===== config.mk =====
export PLATFORM = sky130hd
export DESIGN_NAME = os_bit_recover
export DESIGN_NICKNAME = d
export VERILOG_FILES = /design/src/rtl/obr_pkg.sv /design/src/rtl/obr_sync.sv /design/src/rtl/obr_group_timer.sv /design/src/rtl/obr_frame_ctrl.sv /design/src/rtl/os_bit_recover.sv
export SDC_FILE = /design/constraint.sdc
export NUM_CORES = 1
export LEC_CHECK = 0
export CORE_AREA = 2 2 67 69
export CTS_CLUSTER_SIZE = 25
export DETAILED_ROUTE_END_ITERATION = 12
export DIE_AREA = 0 0 69 71
export PLACE_DENSITY = 0.84
export SLEW_MARGIN = 10
export SYNTH_ARGS = -nofsm -noshare
export SYNTH_HDL_FRONTEND = slang
export SYNTH_SLANG_ARGS = --single-unit
export TNS_END_PERCENT = 1

===== constraint.sdc =====
create_clock -name clk -period 7.55 [get_ports clk]
set_input_delay 1.1325 -clock clk [delete_from_list [all_inputs] [get_ports clk]]
set_output_delay 1.1325 -clock clk [all_outputs]
set_load 0.01 [all_outputs]

===== src/rtl/obr_pkg.sv =====
package obr_pkg;

    typedef enum logic [1:0] {
        ST_IDLE = 2'd0,
        ST_ARM  = 2'd1,
        ST_RECV = 2'd2,
        ST_HOLD = 2'd3
    } obr_state_e;

    typedef struct packed {
        logic vld;
        logic dat;
        logic done;
        logic err;
    } obr_evt_t;

    localparam obr_evt_t EVT_NONE = '{vld: 1'b0, dat: 1'b0, done: 1'b0, err: 1'b0};

    function automatic int pick_index(input int osr);
        return (osr / 2) - 1;
    endfunction

    function automatic logic timer_runs(input obr_state_e st);
        return (st == ST_ARM) || (st == ST_RECV);
    endfunction

endpackage


===== src/rtl/obr_sync.sv =====
module obr_sync #(
    parameter int STAGES = 2
) (
    input  logic clk,
    input  logic rst,
    input  logic din,
    output logic dout
);
    logic [STAGES-1:0] chain;

    always_ff @(posedge clk) begin
        if (rst) chain <= '0;
        else     chain <= {chain[STAGES-2:0], din};
    end

    assign dout = chain[STAGES-1];
endmodule


===== src/rtl/obr_group_timer.sv =====
module obr_group_timer #(
    parameter int OSR   = 8,
    parameter int TMO_W = 8
) (
    input  logic             clk,
    input  logic             rst,
    input  logic             run,
    input  logic             tick,
    input  logic [TMO_W-1:0] limit,
    output logic             expire
);
    localparam int PH_W = $clog2(OSR);
    localparam logic [PH_W-1:0] PH_LAST = PH_W'(OSR - 1);

    logic [PH_W-1:0]  ph;
    logic [TMO_W-1:0] groups;

    always_ff @(posedge clk) begin
        if (rst || !run) begin
            ph     <= '0;
            groups <= '0;
        end else if (tick) begin
            ph <= ph + 1'b1;
            if (ph == PH_LAST) groups <= groups + 1'b1;
        end
    end

    assign expire = run && tick && (ph == PH_LAST) && (limit != '0)
                    && (groups == limit - 1'b1);
endmodule


===== src/rtl/obr_frame_ctrl.sv =====
module obr_frame_ctrl
    import obr_pkg::*;
#(
    parameter int OSR   = 8,
    parameter int CNT_W = 6
) (
    input  logic             clk,
    input  logic             rst,
    input  logic             rx_s,
    input  logic             os_tick,
    input  logic             enable,
    input  logic [CNT_W-1:0] exp_bits,
    input  logic             tmo_expire,
    output obr_state_e       state,
    output obr_evt_t         evt,
    output logic [CNT_W-1:0] bit_count
);
    localparam int PH_W = $clog2(OSR);
    localparam int HOLD_TICKS = 2 * OSR;
    localparam int HOLD_W = $clog2(HOLD_TICKS);
    localparam logic [PH_W-1:0]   PH_PICK  = PH_W'(pick_index(OSR));
    localparam logic [PH_W-1:0]   PH_LAST  = PH_W'(OSR - 1);
    localparam logic [HOLD_W-1:0] HOLD_END = HOLD_W'(HOLD_TICKS - 1);

    obr_state_e        st;
    logic              last_s;
    logic [PH_W-1:0]   phase;
    logic [CNT_W-1:0]  grp;
    logic [HOLD_W-1:0] hold_cnt;
    logic              pick_now;
    logic              last_grp;

    assign pick_now = os_tick && (phase == PH_PICK);
    assign last_grp = (grp == exp_bits);

    always_ff @(posedge clk) begin
        if (rst) begin
            st        <= ST_IDLE;
            last_s    <= 1'b0;
            phase     <= '0;
            grp       <= '0;
            hold_cnt  <= '0;
            evt       <= EVT_NONE;
            bit_count <= '0;
        end else begin
            evt <= EVT_NONE;
            if (os_tick) last_s <= rx_s;
            unique case (st)
                ST_IDLE: begin
                    if (enable) st <= ST_ARM;
                end
                ST_ARM: begin
                    if (!enable) begin
                        st <= ST_IDLE;
                    end else if (tmo_expire) begin
                        evt.err  <= 1'b1;
                        st       <= ST_HOLD;
                        hold_cnt <= '0;
                    end else if (os_tick && rx_s && !last_s) begin
                        st        <= ST_RECV;
                        phase     <= PH_W'(1);
                        grp       <= '0;
                        bit_count <= '0;
                    end
                end
                ST_RECV: begin
                    if (!enable) begin
                        st <= ST_IDLE;
                    end else if (os_tick) begin
                        phase <= phase + 1'b1;
                        if (phase == PH_LAST) grp <= grp + 1'b1;
                        if (pick_now && grp != '0) begin
                            evt.vld   <= 1'b1;
                            evt.dat   <= rx_s;
                            bit_count <= grp;
                        end
                        if (pick_now && last_grp) begin
                            evt.done <= 1'b1;
                            st       <= ST_HOLD;
                            hold_cnt <= '0;
                        end else if (tmo_expire) begin
                            evt.err  <= 1'b1;
                            evt.vld  <= 1'b0;
                            st       <= ST_HOLD;
                            hold_cnt <= '0;
                        end
                    end
                end
                ST_HOLD: begin
                    if (os_tick) begin
                        if (hold_cnt == HOLD_END) st <= enable ? ST_ARM : ST_IDLE;
                        else                      hold_cnt <= hold_cnt + 1'b1;
                    end
                end
                default: st <= ST_IDLE;
            endcase
        end
    end

    assign state = st;

    AST_RESET_QUIET: assert property (@(posedge clk)
        $past(rst) |-> !evt.vld && !evt.done && !evt.err);
    AST_PICK_AFTER_TICK: assert property (@(posedge clk) disable iff (rst)
        evt.vld |-> $past(os_tick));
    AST_VALID_SPACED: assert property (@(posedge clk) disable iff (rst)
        evt.vld |=> !evt.vld);
    AST_DONE_WITH_LAST: assert property (@(posedge clk) disable iff (rst)
        (evt.done && exp_bits != '0) |-> evt.vld && bit_count == exp_bits);
    AST_LOCKOUT_QUIET: assert property (@(posedge clk) disable iff (rst)
        (st == ST_HOLD && $past(st == ST_HOLD)) |-> !evt.vld && !evt.done);
    AST_DONE_OVER_ERR: assert property (@(posedge clk) disable iff (rst)
        !(evt.done && evt.err));
    AST_IDLE_SILENT: assert property (@(posedge clk) disable iff (rst)
        (st == ST_IDLE && $past(st == ST_IDLE)) |-> !evt.vld && !evt.err);
endmodule


===== src/rtl/os_bit_recover.sv =====
module os_bit_recover
    import obr_pkg::*;
#(
    parameter int OSR   = 8,
    parameter int CNT_W = 6,
    parameter int TMO_W = 8
) (
    input  logic             clk,
    input  logic             rst,
    input  logic             rx_raw,
    input  logic             os_tick,
    input  logic             enable,
    input  logic [CNT_W-1:0] exp_bits,
    input  logic [TMO_W-1:0] tmo_groups,
    output logic             bit_out,
    output logic             bit_valid,
    output logic [CNT_W-1:0] bit_count,
    output logic             frame_done,
    output logic             err_timeout
);
    logic       rx_s;
    logic       tmo_expire;
    obr_state_e state;
    obr_evt_t   evt;

    obr_sync #(.STAGES(2)) u_sync (
        .clk  (clk),
        .rst  (rst),
        .din  (rx_raw),
        .dout (rx_s)
    );

    obr_group_timer #(.OSR(OSR), .TMO_W(TMO_W)) u_timer (
        .clk    (clk),
        .rst    (rst),
        .run    (timer_runs(state)),
        .tick   (os_tick),
        .limit  (tmo_groups),
        .expire (tmo_expire)
    );

    obr_frame_ctrl #(.OSR(OSR), .CNT_W(CNT_W)) u_ctrl (
        .clk        (clk),
        .rst        (rst),
        .rx_s       (rx_s),
        .os_tick    (os_tick),
        .enable     (enable),
        .exp_bits   (exp_bits),
        .tmo_expire (tmo_expire),
        .state      (state),
        .evt        (evt),
        .bit_count  (bit_count)
    );

    assign bit_out     = evt.dat;
    assign bit_valid   = evt.vld;
    assign frame_done  = evt.done;
    assign err_timeout = evt.err;
endmodule


==> impl_results.md <==
- GPL Wtd Cong: 0.938
- RSZ-0062 raised after global routing: false
- EDFF count, synth: 0
- Die height: 71 µm
- First-pass GRT wire length: 9070 µm
- Dpl cell area: 2730 µm²
- Final Cell Area: 2850 µm²
- FF+latch area: 781 µm²
- Initial Util: 58.3%
- Fmax: 265 MHz
- WP data arrival: 3950 ps
- Worst vdd ir: 115 µV
- I/O Pins: 29
- Post-layout minimum cycle time: 3770 ps
- Seq pwr share: 41.0%
- Final Util: 67.8%
- Synth Area in Adders: 7.66%
- Cell taking the most area after synthesis: dfxtp_1
- Ys async rst share: 0%
- Simple-Gate Fraction of Synth Area: 22.8%
- Final setup violation count: 0
- CP required: 7740 ps
- Reg-to-reg startpoint: u_ctrl.state[0]
- Hold crit path type: reg -> reg
- Worst skew pair latency: 290 ps
- Internal power: 0.000368 W
- Sequential cell area fraction in the yosys report: 31.9%
- Row count: 24
- Most frequent cells after synthesis: 39 x dfxtp_1, 29 x nand2_1, 28 x nor2_1
- Crit end category: flop
- Total grt overflow: 0
- Die area: 4900 µm²
- Setup Skew: 3.97 ps
- Post-CTS setup buffer count: 0
- CTS tree: done
- DRT Pass-1 Iters: 4
- Core area: 4200 µm²
- Logic gate share of total power: 24.9%
- P_sw: 0.000161 W
- Slowest cell on crit path: clkdlybuf4s50_1
- Vias in the first global route: 2002
- Least-Margin Pin Slew: 554 ps
- Setup Crit Path Kind: in -> reg
- Area Growth Syn to Fin: 16.3%
- Worst hold endpoint: u_sync.chain[1]
- Maximum capacitance violations: 0
- CTS sink cnt: 39
- Final worst-path cycle share: 49.9%
- All-Layer GR Usage: 22.6%
- CP max FO: 10
- H-tree depth: 2
- IO buf count: 28
- Synth Area in XOR/XNOR: 7.86%
- FF-to-FF End: u_ctrl.grp[3]
- ANT cells: 0
- FF-to-FF path depth: 8
- Remaining DRCs: 0
- PD cells: 186 nW/µm²
- Area contributors post-synth: dfxtp_1 32%, ha_1 7.7%, nand2_1 4.4%
- Hold Violations, Final: 0
- Hold Path Cell Cnt: 1
- Clock Path Buffers: 2
- Root buf cell: clkbuf_8
- Type of origin of the critical path: input port
- Hold Buf Count CTS: 0
- Top cell type's share of synthesized area: 31.9%
- Routed Antenna Nets: 0
- Post-Route WL: 5510 µm
- Clock power share: 34.1%
- Cells after Synth: 295
- Share of layout cells above drive strength 1: 6.27%
- Largest stage delay on the critical path: 590 ps
- Predominant post-synthesis flop cell: dfxtp_1
- Crit path max-delay family: compound AO/OA/AOI/OAI gates
- Cell Chain, Critical Path: clkdlybuf4s50_1 -> inv_1 -> ha_1 -> or3_1 -> o311a_1 -> a211oi_1 -> o21a_2 -> nand2_2 -> a21o_1 -> a221o_1
- Post-Syn Nets: 329
- Vias/cell: 5.97
- Mux contribution to synthesized area: 2.09%
- Pin count of the biggest net entering global routing: 17
- # nets final: 352
- Mapped cell area: 2450 µm²
- Die W: 69 µm
- Cts bufs inserted: 5
- Initial DRC Count: 149
- Compound-cell area share of the yosys netlist: 22.7%
- Sw Share: 30.5%
- Status: finished, final reports clean
- Post-Layout Cell Count: 371
- Multi-input gate area: 1550 µm²
- Largest family of logic cells by synthesized area: simple AND/OR/NAND/NOR gates
- Setup TNS: 0 ps
- Post-DR wirelength/cell: 14.9 µm
- Dpl cells: 363
- R2r setup slk: 4940 ps
- Max Slew Vio Count: 0
- Leakage power: 1.13 nW
- Post-CTS sizing: 0
- CP bufs+invs: 2
- Initial antenna violation count: 0
- Post-DP HPWL: 4080 µm
- Netlist cell types: 53
- Mapped Avg Cell Area: 8.31 µm²
- Min-delay src: u_sync.chain[0]
- Layout fillers: 347
- Most common cell in the netlist: dfxtp_1
- Total of warnings raised by yosys: 0
- Yosys reg bits: 39
- Via count: 2216
- Relative slew slack: 63.0%
- Clock transition at path regs: 80 ps
-- stage by stage --
| step | total power [W] | setup WS, ps | hold slack, ps |
|---|---|---|---|
| 2_1_floorplan | 0.000315 | 4190 | 414 |
| 3_3_place_gp | 0.000347 | 3560 | 419 |
| 3_5_place_dp | 0.000351 | 3510 | 434 |
| 4_1_cts | 0.000531 | 3820 | 452 |
| 5_1_grt | 0.000555 | 3610 | 467 |
| 6_report | 0.000530 | 3780 | 453 |
-- cells in the final DEF (no fill, tap or decap), types with 3 or more instances in the layout --
cell	count
a211oi_1	3
a21o_1	5
a21oi_1	16
a32o_1	9
and3_1	6
clkbuf_8	6
clkdlybuf4s50_1	28
dfxtp_1	39
ha_1	15
inv_1	16
mux2i_1	4
nand2_1	29
nand2b_1	5
nand3_1	7
nand4_1	7
nor2_1	28
nor2b_1	3
nor3_1	8
nor4_1	4
o211ai_1	3
o21ai_0	17
or3_1	3
xnor2_1	10
xor2_1	12
-- state kept, by name, indices dropped and copies added (netlist names) --
name              count
u_timer.groups        8
u_ctrl.grp            6
u_ctrl.state          2
u_ctrl.evt            4
u_sync.chain          2
u_ctrl.bit_count      6
u_timer.ph            3
u_ctrl.hold_cnt       4
u_ctrl.phase          3
u_ctrl.last_s         1
-- worst max path at each step --
stage / startpoint / to / slack, ps / cells past startpoint
after floorplan: tmo_groups[0] / u_ctrl.grp[3] / 4190 / 11
after global placement: tmo_groups[0] / u_ctrl.grp[3] / 3560 / 10
after detailed placement: tmo_groups[0] / u_ctrl.grp[3] / 3510 / 10
after CTS: tmo_groups[0] / u_ctrl.grp[3] / 3820 / 10
after global routing: tmo_groups[0] / u_ctrl.grp[3] / 3610 / 10
final: tmo_groups[0] / u_ctrl.grp[3] / 3780 / 10
-- kinds of logic (layout without fill, tap and decap cells) --
group                      count (synthesis)  count (layout)
buffers and inverters                     28              52
AOI/OAI and AO/OA                         75              75
muxes                                      5               5
and+or+nand+nor                          111             111
DFF                                       39              39
adders and majority gates                 15              15
xor gates and xnor gates                  22              22
-- area by class of cell --
type | count | area share, %
multi-input cells | 228 | 54.3
flip-flops and latches | 39 | 27.4
repair buffers | 28 | 9.83
clock buffers | 6 | 2.90
well taps | 52 | 2.28
inverters | 16 | 2.11
clock inverters | 2 | 1.23
-- worst register-to-register path, stage by stage, from the launching register on --
cell       delay, ps
dfxtp_1          410
inv_1            110
ha_1             420
nand4_1          130
a2111oi_1        400
o21a_2           260
nand2_2          110
a21o_1           310
a221o_1          360
-- layer usage --
layer  track usage (%)  share of wire, %
met4              8.93               1.4
met1              28.5                46
met2              38.4                49
met5                 0                 0
met3              3.99               3.8
-- power by group through the flow --
stage                     registers, W  logic [W]  clock network (W)
after floorplan               0.000221  0.0000942                  0
after global placement        0.000222   0.000125                  0
after detailed placement      0.000222   0.000129                  0
after CTS                     0.000217   0.000130           0.000184
after global routing          0.000219   0.000144           0.000192
final                         0.000217   0.000132           0.000181
No activity file was read; power rests on OpenSTA's default activity.
